<file path="src/rtl/exret_pkg.sv">
package exret_pkg;
  localparam int WORD_W    = 32;
  localparam int SHIFT_AMT = 10;
  localparam int KEEP_W    = 2;
  localparam int FIELD_W   = 28;

  localparam int FLAG_U = 6;
  localparam int FLAG_P = 7;
  localparam int FLAG_R = 8;
  localparam int FLAG_M = 9;

  typedef enum logic {
    RET_EXC = 1'b0,
    RET_NMI = 1'b1
  } ret_kind_e;
endpackage

</file>
<file path="src/rtl/exret_status_shift.sv">
module exret_status_shift
  import exret_pkg::*;
#(
  parameter int W     = WORD_W,
  parameter int SH    = SHIFT_AMT,
  parameter int KEEP  = KEEP_W,
  parameter int FIELD = FIELD_W
) (
  input  logic [W-1:0] w_in,
  input  logic         is_nmi,
  output logic [W-1:0] w_out,
  output logic         r_was_set,
  output logic         user_next
);
  localparam int MOVED = FIELD - SH;

  logic [W-1:0] shifted;

  // field move: top pair kept, field slides down, rest cleared
  for (genvar i = 0; i < W; i++) begin : g_bit
    if (i >= W - KEEP) begin : g_keep
      assign shifted[i] = w_in[i];
    end else if (i < MOVED) begin : g_move
      assign shifted[i] = w_in[i + SH];
    end else begin : g_zero
      assign shifted[i] = 1'b0;
    end
  end

  wire unused_bits = ^{w_in[W-KEEP-1:FIELD], w_in[SH-1:0]};

  assign r_was_set = w_in[FLAG_R];
  assign user_next = shifted[FLAG_U];

  always_comb begin
    w_out = shifted;
    if (!r_was_set) w_out[FLAG_P] = 1'b1;
    if (is_nmi)     w_out[FLAG_M] = 1'b1;
  end
endmodule

</file>
<file path="src/rtl/exret_stack_pick.sv">
module exret_stack_pick #(
  parameter int W = 32
) (
  input  logic         to_user,
  input  logic [W-1:0] sp_cur,
  input  logic [W-1:0] usp_cur,
  input  logic [W-1:0] ksp_cur,
  output logic [W-1:0] sp_nxt,
  output logic [W-1:0] ksp_nxt
);
  always_comb begin
    if (to_user) begin
      sp_nxt  = usp_cur;
      ksp_nxt = sp_cur;
    end else begin
      sp_nxt  = sp_cur;
      ksp_nxt = ksp_cur;
    end
  end
endmodule

</file>
<file path="src/rtl/exret_unwinder.sv">
module exret_unwinder
  import exret_pkg::*;
#(
  parameter int W = WORD_W
) (
  input  logic         clk,
  input  logic         rst_n,
  input  logic         ret_req,
  input  logic         ret_kind,
  input  logic [W-1:0] stat_in,
  input  logic [W-1:0] sp_in,
  input  logic [W-1:0] usp_in,
  output logic [W-1:0] stat_out,
  output logic [W-1:0] sp_out,
  output logic [W-1:0] ksp_out
);
  logic [W-1:0] stat_nxt, sp_nxt, ksp_nxt;
  logic         r_was_set, user_next, is_nmi;

  assign is_nmi = (ret_kind == RET_NMI);

  exret_status_shift #(.W(W)) u_shift (
    .w_in      (stat_in),
    .is_nmi    (is_nmi),
    .w_out     (stat_nxt),
    .r_was_set (r_was_set),
    .user_next (user_next)
  );

  exret_stack_pick #(.W(W)) u_stack (
    .to_user (user_next),
    .sp_cur  (sp_in),
    .usp_cur (usp_in),
    .ksp_cur (ksp_out),
    .sp_nxt  (sp_nxt),
    .ksp_nxt (ksp_nxt)
  );

  always_ff @(posedge clk) begin
    if (!rst_n) begin
      stat_out <= '0;
      sp_out   <= '0;
      ksp_out  <= '0;
    end else if (ret_req) begin
      stat_out <= stat_nxt;
      sp_out   <= sp_nxt;
      ksp_out  <= ksp_nxt;
    end
  end

  // idle cycles leave every output alone
  a_r8_hold: assert property (@(posedge clk) disable iff (!rst_n)
    !ret_req |=> ($stable(stat_out) && $stable(sp_out) && $stable(ksp_out)));

  // top pair passes through
  a_r2_top_kept: assert property (@(posedge clk) disable iff (!rst_n)
    ret_req |=> stat_out[W-1:W-2] == $past(stat_in[W-1:W-2]));

  // P follows the pre-shift R flag
  a_r4_p_set: assert property (@(posedge clk) disable iff (!rst_n)
    (ret_req && !stat_in[FLAG_R]) |=> stat_out[FLAG_P]);

  // NMI return forces M
  a_r7_m_forced: assert property (@(posedge clk) disable iff (!rst_n)
    (ret_req && ret_kind) |=> stat_out[FLAG_M]);

  // stack swap into user mode
  a_r5_swap: assert property (@(posedge clk) disable iff (!rst_n)
    (ret_req && user_next) |=> (sp_out == $past(usp_in) && ksp_out == $past(sp_in)));

  // no swap keeps kernel copy
  a_r6_no_swap: assert property (@(posedge clk) disable iff (!rst_n)
    (ret_req && !user_next) |=> ($stable(ksp_out) && sp_out == $past(sp_in)));
endmodule

</file>
<file path="config.mk">
export PLATFORM = sky130hd
export DESIGN_NAME = exret_unwinder
export DESIGN_NICKNAME = d
export VERILOG_FILES = /design/src/rtl/exret_pkg.sv /design/src/rtl/exret_status_shift.sv /design/src/rtl/exret_stack_pick.sv /design/src/rtl/exret_unwinder.sv
export SDC_FILE = /design/constraint.sdc
export NUM_CORES = 1
export LEC_CHECK = 0
export ABC_AREA = 1
export BUFFER_PORTS_ARGS = -buffer_cell sky130_fd_sc_hd__buf_4
export CAP_MARGIN = 40
export CORE_ASPECT_RATIO = 0.7
export CORE_MARGIN = 2
export CORE_UTILIZATION = 40
export CTS_CLUSTER_DIAMETER = 50
export DETAILED_ROUTE_END_ITERATION = 16
export PLACE_DENSITY = 0.7
export SETUP_SLACK_MARGIN = 0.15
export SYNTH_ARGS = -nofsm -noshare
export SYNTH_HDL_FRONTEND = slang
export SYNTH_HIERARCHICAL = 1
export SYNTH_SLANG_ARGS = --single-unit
</file>
<file path="constraint.sdc">
create_clock -name clk -period 0.96 [get_ports clk]
set_input_delay 0.192 -clock clk [delete_from_list [all_inputs] [get_ports clk]]
set_output_delay 0.192 -clock clk [all_outputs]
set_load 0.05 [all_outputs]
</file>
# After elaboration in Yosys (flattened, before gate mapping)
# Cells that the tools add are included.
# totals
register_bits,84
inputBits,100
output_inout_bits,96
elab_cells,7
# classes
muxes,3
reduce_logical,1
# ops
op,n
32-bit two-way mux,1
1-bit two-way mux,2
2-bit AND reduction,1

# Logic depth before layout (Yosys ltp)
# Gate-level depths: netlist of the first run.
# depth
ltp_word,1
ltp_mapped,9
mapped_depth_nobuf,7

# Cells and area by module
# The synthesis of the first run kept the hierarchy.
# by_module_without_submodules
mod,instances,cells_per_inst,area_per_inst_um2,seq_area_each_um2
exret_unwinder,1,608,4040.1,1921.8
exret_stack_pick,1,206,844.6,0.0
exret_status_shift,1,38,262.8,0.0

# Worst setup path before layout of the first run
# OpenSTA, ideal clock, no wires.
# synth_path
kind,register to register
from,register ksp_out[10] (netlist name)
to,register ksp_out[10]
setup_time_ns,0.064
t_arrival_ns,0.957
required_time_ns,0.896
path_slack_ns,-0.061
path_stages_with_launch,7
path_buffers,0
synth_period_minus_slack_ns,1.021
path_cell_list,dfxtp_1 > nand2_1 > nand2_1 > inv_1 > nand2_1 > nand2_1 > nor2_1
# synth_rtl
element,line,source
"end signal, assigned",exret_unwinder.sv:47,ksp_out <= ksp_nxt;
"end, declared",exret_unwinder.sv:15,output logic [W-1:0] ksp_out

# Worst setup path after layout of the first run
# layout_path
from,register ksp_out[15]
to,output ksp_out[15]
# No word-level cell between the ends.

==> results of run 1 <==
area by class of cell:
| cell class | instances | area (µm²) | share of cell area |
|---|---|---|---|
| Clock inverter | 6 | 91.3 | 0.0113 |
| Clock buffer | 10 | 239 | 0.0297 |
| Sequential cell | 96 | 2050 | 0.255 |
| Tap cell | 162 | 203 | 0.0252 |
| Timing Repair Buffer | 250 | 2800 | 0.348 |
| Multi-Input combinational cell | 590 | 2280 | 0.283 |
| Inverter | 100 | 378 | 0.0469 |
metrics by stage:
| stage | TNS (ns) | worst slack, ns | hold WS (ns) | util | instances |
|---|---|---|---|---|---|
| 6_report | -6.00 | -0.0856 | 0.141 | 0.646 | 1214 |
| 5_1_grt | -9.46 | -0.120 | 0.149 | 0.646 | 1214 |
| 4_1_cts | -7.36 | -0.109 | 0.131 | 0.621 | 1203 |
| 3_5_place_dp | -4.21 | -0.109 | 0.456 | 0.520 | 1156 |
| 3_3_place_gp | -3.09 | -0.0795 | 0.448 | 0.520 | 1156 |
| 2_1_floorplan | 0 | 0.0321 | 0.414 | - | 862 |
what timing repair did:
action | CTS | global route
pin swaps | 4 | 23
endpoints found under the hold margin | 0 | 0
gates resized for setup | 203 | 70
hold buffers | 0 | 0
endpoints found under the setup margin | 96 | 130
buffers inserted | 31 | 10
gates cloned | 0 | 1
per-layer routing:
metal | track usage | vias to the layer above | share of wire
met2 | 0.332 | 131 | 0.47
met3 | 0.0603 | 13 | 0.071
li1 | - | 2768 | -
met4 | 0.0427 | 0 | 0.011
met5 | 0 | - | 0
met1 | 0.240 | 2213 | 0.45
where the power goes:
part           internal (W)  switching [W]  leakage (nW)
Sequential          0.00433       0.000268         0.828
Combinational       0.00162        0.00201          3.42
Clock               0.00237        0.00158         0.163
path summary, 6_finish.rpt:
kind | slack (ns) | to | cells after the start
hold reg to reg | 0.48 | stat_out[19] | 2
setup / recovery | -0.09 | ksp_out[15] | 1
hold / removal | 0.14 | stat_out[1] | 5
setup reg to reg | 0.03 | ksp_out[29] | 8
registers in the layout (all words and copies together) (netlist names):
name and flops:
sp_out 32, stat_out 32, ksp_out 32
cell usage in the layout, fill, tap and decap left out, drive strengths merged:
master	instances
nand2	386
buf	249
nor2	192
inv	101
dfxtp	96
conb	12
clkbuf	11
clkinv	3
bufinv	2
==> run summary, run 1 <==
status - complete, but fails checks
failing checks - negative setup slack
Max Slew Vio Count - 0
slowest library cell on the worst path - dfxtp_4
die area - 13800 µm²
class of the worst hold path - input port to flop
area delta synth->final - 56.6%
CTS buffer count - 9
1st-pass router iterations - 4
total gr overflow - 0
Starting Density - 0.412
clock sink total - 96
startpoint types - flop
vias in the first global route - 4701
Placement Cell Area - 6490 µm²
CTS max path bufs - 2
Worst Path Required - 0.77 ns
largest net degree at the start of global routing - 36
Detail Route Antenna Nets - 0
Leak - 4.42 nW
Buf/Inv on CP - 1
Synth Warn # - 6
layout cells sized above 1 - 0.373
worst-skew pair later-pin latency - 0.33 ns
post-layout minimum cycle time - 1.05 ns
crit path capture type - output pin
Tot GR Track Use - 0.193
clock slew at reported path FFs - 0.08 ns
critical hold path startpoint - stat_in[11]
Nets - 1147
Fillers - 1122
VDD IR max - 1.08 mV
max_cap viols - 0
WP data arrival - 0.85 ns
Tot Pwr - 0.0122 W
CP Class - flop to output pin
root buf cell - clkbuf_16
critical path peak fanout - 3
synthesized area per cell - 6.04 µm²
CP delay by family, top - flip-flops
GPL Wtd Cong - 0.755
beginning of the worst register-to-register path - ksp_out[29]
initial antenna violation count - 0
final worst slack - -0.0856 ns
IO Port Bufs - 184
drt wl/cell - 11.1 µm
# setup viols final - 96
Setup crit start - ksp_out[15]
first-pass GRT wire length - 22.2 mm
final WL - 13.5 mm
I/O pin cnt - 196
CTS tree - done
post-route cell area - 8050 µm²
Mapped Cells - 851
CP Cell Sequence - buf_8
max incr delay on CP - 0.37 ns
skew final - 0 ns
row cnt - 34
Iteration-0 DRC Markers - 157
core area - 12500 µm²
chip width - 139 µm
PD cells - 1510 nW/µm²
final period utilization - 1.09
Post-Syn Area - 5140 µm²
Antenna diodes - 0
routed vias - 5125
Via density - 4.22
RSZ-0062 raised after global routing - yes
CTS H-tree lvls - 3
Detail Placement HPWL - 8.61 mm
drt drc - 0
Fin. Hold Viols - 0
die height - 98.8 µm
fmax - 956 MHz
(Power assumes the default switching activity.)
==> run 2, diff against run 1 <==
CELL_PAD_IN_SITES_DETAIL_PLACEMENT = 0   (was default)
CELL_PAD_IN_SITES_GLOBAL_PLACEMENT = 1   (was default)
CORE_UTILIZATION = 27   (was 40)
PLACE_DENSITY = default   (was 0.7)
PLACE_DENSITY_LB_ADDON = 0.1   (was default)
SYNTH_HIERARCHICAL = default   (was 1)
TNS_END_PERCENT = 20   (was default)
==> run summary, run 2 <==
synth cell count leaders - nand2_1, nor2_1, dfxtp_1, nand3_1, inv_1
synthesized area per cell - 6.90 µm² (+14%)
skew final - 0 ns (unchanged)
WP data arrival - 0.84 ns (about the same)
clock sink total - 84 (-13%)
IO Port Bufs - 172 (-6.5%)
CP Cell Sequence - buf_8
failing checks - negative setup slack
Worst Hold End - stat_out[7]
root buf cell - clkbuf_16
Iteration-0 DRC Markers - 161 (+2.5%)
row cnt - 35 (+2.9%)
Post-Syn Area - 3570 µm² (-31%)
final period utilization - 1.07 (-0.0156)
number of flops mapped to enable cells by yosys - 0
Regs by FF count - ksp_out (32), sp_out (32), stat_out (20)
Fillers - 1312 (+17%)
worst-skew pair later-pin latency - 0.33 ns (about the same)
CP Class - flop to output pin
die area - 14200 µm² (+2.7%)
routed vias - 3750 (-27%)
CTS H-tree lvls - 3 (unchanged)
dominant cell by count in the synthesized netlist - nand2_1
hold-critical path depth - 2 (-3)
core area - 13000 µm² (+4.3%)
Leak - 2.96 nW (-33%)
GPL Wtd Cong - 0.750 (-0.60%)
Buf/Inv on CP - 1 (unchanged)
RSZ-0062 raised after global routing - yes
sequential power share - 0.382 (+0.005)
final worst slack - -0.0707 ns (+0.0150 ns)
slowest library cell on the worst path - dfxtp_2
commonest non-fill, non-tap cell in the layout - nand2_1
critical path peak fanout - 2 (-1)
#FFs+latches synth - 84
1st-pass router iterations - 4 (unchanged)
CTS max path bufs - 2 (unchanged)
I/O pin cnt - 196 (unchanged)
startpoint types - flop
Net Sw Frac - 0.299 (-0.0176)
internal power - 0.00723 W (-13%)
Detail Placement HPWL - 7.67 mm (-11%)
post-layout minimum cycle time - 1.03 ns (-0.0150 ns)
Synth Warn # - 0 (-6)
Tot GR Track Use - 0.159 (-0.0346)
fraction of registers with async set/reset - 0
total gr overflow - 0 (unchanged)
Reg2Reg Depth - 3 (-5)
Fin. Hold Viols - 0 (unchanged)
post-layout util - 0.469 (-0.177)
status - complete, but fails checks
class of the worst hold path - input port to flop
share of the synthesized area in the top cell type - 0.472
CP delay by family, top - flip-flops
# setup viols final - 84 (-13%)
CTS tree - done
setup TNS - -4.65 ns (+1.35 ns)
CTS buffer count - 9 (unchanged)
Detail Route Antenna Nets - 0 (unchanged)
crit path capture type - output pin
drt wl/cell - 13.2 µm (+19%)
Worst Path Required - 0.77 ns (about the same)
final WL - 11.3 mm (-17%)
die height - 100 µm (+1.3%)
Antenna diodes - 0 (unchanged)
clock slew at reported path FFs - 0.07 ns (about the same)
VDD IR max - 0.863 mV (-20%)
beginning of the worst register-to-register path - ksp_out[0]
largest cells by area after synthesis - dfxtp_1, nand2_1, nor2_1
Nets - 783 (-32%)
Mapped Cells - 517 (-39%)
fmax - 970 MHz (+1.5%)
most frequent cells in the layout - nand2_1, nor2_1, buf_4, dfxtp_2, buf_8
synth unique cells - 15
sequential share of the synthesized area - 0.472
layout cells sized above 1 - 0.428 (+0.0553)
pre-CTS WS - -0.0568 ns (+0.0523 ns)
flop2flop setup slack - 0.29 ns (+0.26 ns)
Reg2Reg Capture Point - ksp_out[0]
PD cells - 1690 nW/µm² (+12%)
drt drc - 0 (unchanged)
Top FF cell, synth - dfxtp_1
area delta synth->final - 71.0%
Starting Density - 0.274 (-0.138)
NetSw - 0.00309 W (-20%)
dominant cell type by area after synthesis - dfxtp_1
vias in the first global route - 3518 (-25%)
critical hold path startpoint - stat_in[8]
Gate power share - 0.249 (-0.049)
Via density - 4.40 (+4.1%)
chip width - 141 µm (+1.3%)
first-pass GRT wire length - 17.8 mm (-20%)
largest net degree at the start of global routing - 43 (+19%)
hold_ws - 0.0283 ns (-0.112 ns)
max incr delay on CP - 0.35 ns (-0.02 ns)
max_cap viols - 0 (unchanged)
clock share of power - 0.369 (+0.044)
Max Slew Vio Count - 0 (unchanged)
initial antenna violation count - 0 (unchanged)
[run 2: layer usage]
layer | vias up | share of wire | GRT usage
li1 | 1919 | - | -
met1 | 1687 | 0.46 | 0.204
met2 | 134 | 0.43 | 0.246
met3 | 10 | 0.10 | 0.0687
met4 | 0 | 0.0092 | 0.0415
met5 | - | 0 | 0
[run 2: worst max-delay path by stage]
stage | slack [ns] | start | to | depth (start not counted)
6_report | -0.07 | ksp_out[16] | ksp_out[16] | 1
4_1_cts | -0.09 | ksp_out[7] | ksp_out[7] | 1
5_1_grt | -0.10 | sp_out[22] | sp_out[22] | 1
3_5_place_dp | -0.06 | ret_req | ksp_out[13] | 4
2_1_floorplan | 0.05 | sp_out[14] | sp_out[14] | 4
3_3_place_gp | -0.05 | ret_req | sp_out[30] | 6
[run 2: kinds of logic after synthesis]
logic type      Yosys count  synth area share
flops                    84             0.472
simple gates            295             0.334
compound gates           53            0.0744
buf+inv                  84             0.119
other cells               1           0.00105
[run 2: area by class of cell]
class / instances / area [µm²] / area share
Clock inverter: 4 / 72.6 / 0.0119
Multi-Input combinational cell: 360 / 1500 / 0.246
Inverter: 35 / 131 / 0.0215
Sequential cell: 84 / 1790 / 0.293
Tap cell: 166 / 208 / 0.0341
Timing Repair Buffer: 193 / 2140 / 0.352
Clock buffer: 11 / 253 / 0.0415
[run 2: repair_timing]
action	in CTS	in global routing
setup endpoints to repair	84	84
resized for setup	206	14
buffers inserted	0	1
hold buffers	0	0
hold endpoints to repair	0	0
[run 2: power groups by stage]
stage                     clock [W]  combinational [W]  sequential [W]
final                       0.00381            0.00257         0.00394
after CTS                   0.00394            0.00256         0.00393
after global placement            0            0.00231         0.00389
after global routing        0.00407            0.00274         0.00396
after floorplan                   0           0.000737         0.00464
after detailed placement          0            0.00231         0.00390
[run 2: through the flow]
step                total power [W]  instances  instance area [µm²]
finish                       0.0103        853                 6100
global route                 0.0108        853                 6100
CTS                          0.0104        852                 6040
floorplan                   0.00538        528                 3650
detailed placement          0.00622        837                 5110
global placement            0.00621        837                 5110
[run 2: worst reg2reg max path, stage by stage (launching register included)]
cell and delay, ns:
dfxtp_2 0.35, buf_4 0.11, nand2_1 0.04, a21oi_1 0.11
==> run 3, diff against run 2 <==
CORE_MARGIN = default   (was 2)
CTS_CLUSTER_SIZE = 40   (was default)
REMOVE_ABC_BUFFERS = 1   (was default)
==> run summary, run 3 (synthesis results as in run 2) <==
layout cells sized above 1 - 0.422 (-0.00605)
Iteration-0 DRC Markers - 165 (+2.5%)
failing checks - negative setup slack
drt drc - 0 (unchanged)
VDD IR max - 0.785 mV (-9.1%)
skew final - 0 ns (unchanged)
final worst slack - -0.0631 ns (+0.00761 ns)
critical hold path startpoint - stat_in[8]
CTS max path bufs - 2 (unchanged)
RSZ-0062 raised after global routing - yes
Detail Route Antenna Nets - 0 (unchanged)
PD cells - 1590 nW/µm² (-5.8%)
first-pass GRT wire length - 17.5 mm (-1.6%)
post-layout util - 0.476 (+0.00765)
final period utilization - 1.07 (-0.00792)
Worst Path Required - 0.77 ns (about the same)
clock slew at reported path FFs - 0.06 ns (about the same)
Starting Density - 0.282 (+0.00806)
Tot Pwr - 0.00959 W (-7.0%)
Antenna diodes - 0 (unchanged)
final WL - 11.2 mm (-0.42%)
root buf cell - clkbuf_16
CP Class - flop to output pin
crit path capture type - output pin
vias in the first global route - 3495 (-0.65%)
initial antenna violation count - 0 (unchanged)
max incr delay on CP - 0.35 ns (about the same)
1st-pass router iterations - 4 (unchanged)
post-layout minimum cycle time - 1.02 ns (-0.00761 ns)
clock sink total - 84 (unchanged)
worst-skew pair later-pin latency - 0.33 ns (about the same)
max_cap viols - 0 (unchanged)
most frequent cells in the layout - nand2_1, nor2_1, buf_4, dfxtp_2, buf_8
flop2flop setup slack - 0.27 ns (-0.02 ns)
Nets - 781 (-0.26%)
GPL Wtd Cong - 0.749 (-0.12%)
Detail Placement HPWL - 7.70 mm (+0.37%)
startpoint types - flop
Fillers - 1260 (-4.0%)
Buf/Inv on CP - 1 (unchanged)
Fin. Hold Viols - 0 (unchanged)
commonest non-fill, non-tap cell in the layout - nand2_1
fmax - 977 MHz (+0.74%)
slowest library cell on the worst path - dfxtp_2
area delta synth->final - 68.8%
IO Port Bufs - 172 (unchanged)
core area - 12600 µm² (-2.9%)
Leak - 2.92 nW (-1.2%)
I/O pin cnt - 196 (unchanged)
# setup viols final - 84 (unchanged)
hold-critical path depth - 2 (unchanged)
Via density - 4.34 (-1.3%)
Reg2Reg Depth - 3 (unchanged)
Regs by FF count - ksp_out (32), sp_out (32), stat_out (20)
Reg2Reg Capture Point - ksp_out[25]
CP delay by family, top - flip-flops
total gr overflow - 0 (unchanged)
chip width - 139 µm (-1.4%)
largest net degree at the start of global routing - 37 (-14%)
row cnt - 34 (-2.9%)
routed vias - 3675 (-2.0%)
Tot GR Track Use - 0.163 (+0.00428)
drt wl/cell - 13.3 µm (+0.29%)
Max Slew Vio Count - 0 (unchanged)
CP Cell Sequence - buf_8
status - complete, but fails checks
die area - 13700 µm² (-3.4%)
hold_buf cts - 0 (unchanged)
CTS H-tree lvls - 3 (unchanged)
beginning of the worst register-to-register path - ksp_out[25]
CTS buffer count - 9 (unchanged)
Worst Hold End - stat_out[7]
pre-CTS WS - -0.0460 ns (+0.0108 ns)
setup TNS - -4.20 ns (+0.455 ns)
class of the worst hold path - input port to flop
critical path peak fanout - 2 (unchanged)
CTS tree - done
WP data arrival - 0.83 ns (about the same)
die height - 98.2 µm (-2.0%)
[run 3: worst max-delay path by stage]
stage                           start     endpoint  slack [ns]  cells after the start
final                      ksp_out[1]   ksp_out[1]       -0.06                      1
after global routing      ksp_out[18]  ksp_out[18]        -0.1                      1
after CTS                  ksp_out[7]   ksp_out[7]       -0.08                      1
after detailed placement      ret_req   ksp_out[1]       -0.05                      4
after global placement        ret_req    sp_out[1]       -0.04                      6
after floorplan                 rst_n    sp_out[0]       -0.50                      4
[run 3: per-layer routing]
layer  GRT usage  vias to the layer above  share of wire
met4      0.0462                        0          0.013
met5           0                        -              0
met3      0.0682                       13          0.086
li1            -                     1905              -
met2       0.260                      114           0.45
met1       0.201                     1643           0.45
[run 3: per-stage QoR]
| stage | hold slack (ns) | cells | instance area [µm²] |
|---|---|---|---|
| global route | 0.0147 | 847 | 6020 |
| global placement | 0.366 | 830 | 5070 |
| detailed placement | 0.375 | 830 | 5070 |
| CTS | 0.0133 | 847 | 5980 |
| finish | 0.0247 | 847 | 6020 |
| floorplan | 0.281 | 479 | 3310 |
[run 3: repair_timing]
| action | in CTS | in global routing |
|---|---|---|
| endpoints found under the setup margin | 84 | 84 |
| gates cloned | 0 | 0 |
| resized for setup | 226 | 11 |
| setup buffers | 2 | 0 |
[run 3: cell type report]
type / count / area [µm²] / area share
Timing Repair Buffer: 191 / 2150 / 0.356
Sequential cell: 84 / 1790 / 0.297
Multi-Input combinational cell: 360 / 1500 / 0.249
Clock buffer: 12 / 236 / 0.0393
Tap cell: 162 / 203 / 0.0337
Inverter: 35 / 131 / 0.0218
Clock inverter: 3 / 15.0 / 0.00249
[run 3: power breakdown]
| part | total [W] | internal (W) | switching, W |
|---|---|---|---|
| clock | 0.00308 | 0.00173 | 0.00135 |
| combinational | 0.00258 | 0.00108 | 0.00150 |
| sequential | 0.00393 | 0.00375 | 0.000181 |
| total | 0.00959 | 0.00656 | 0.00304 |
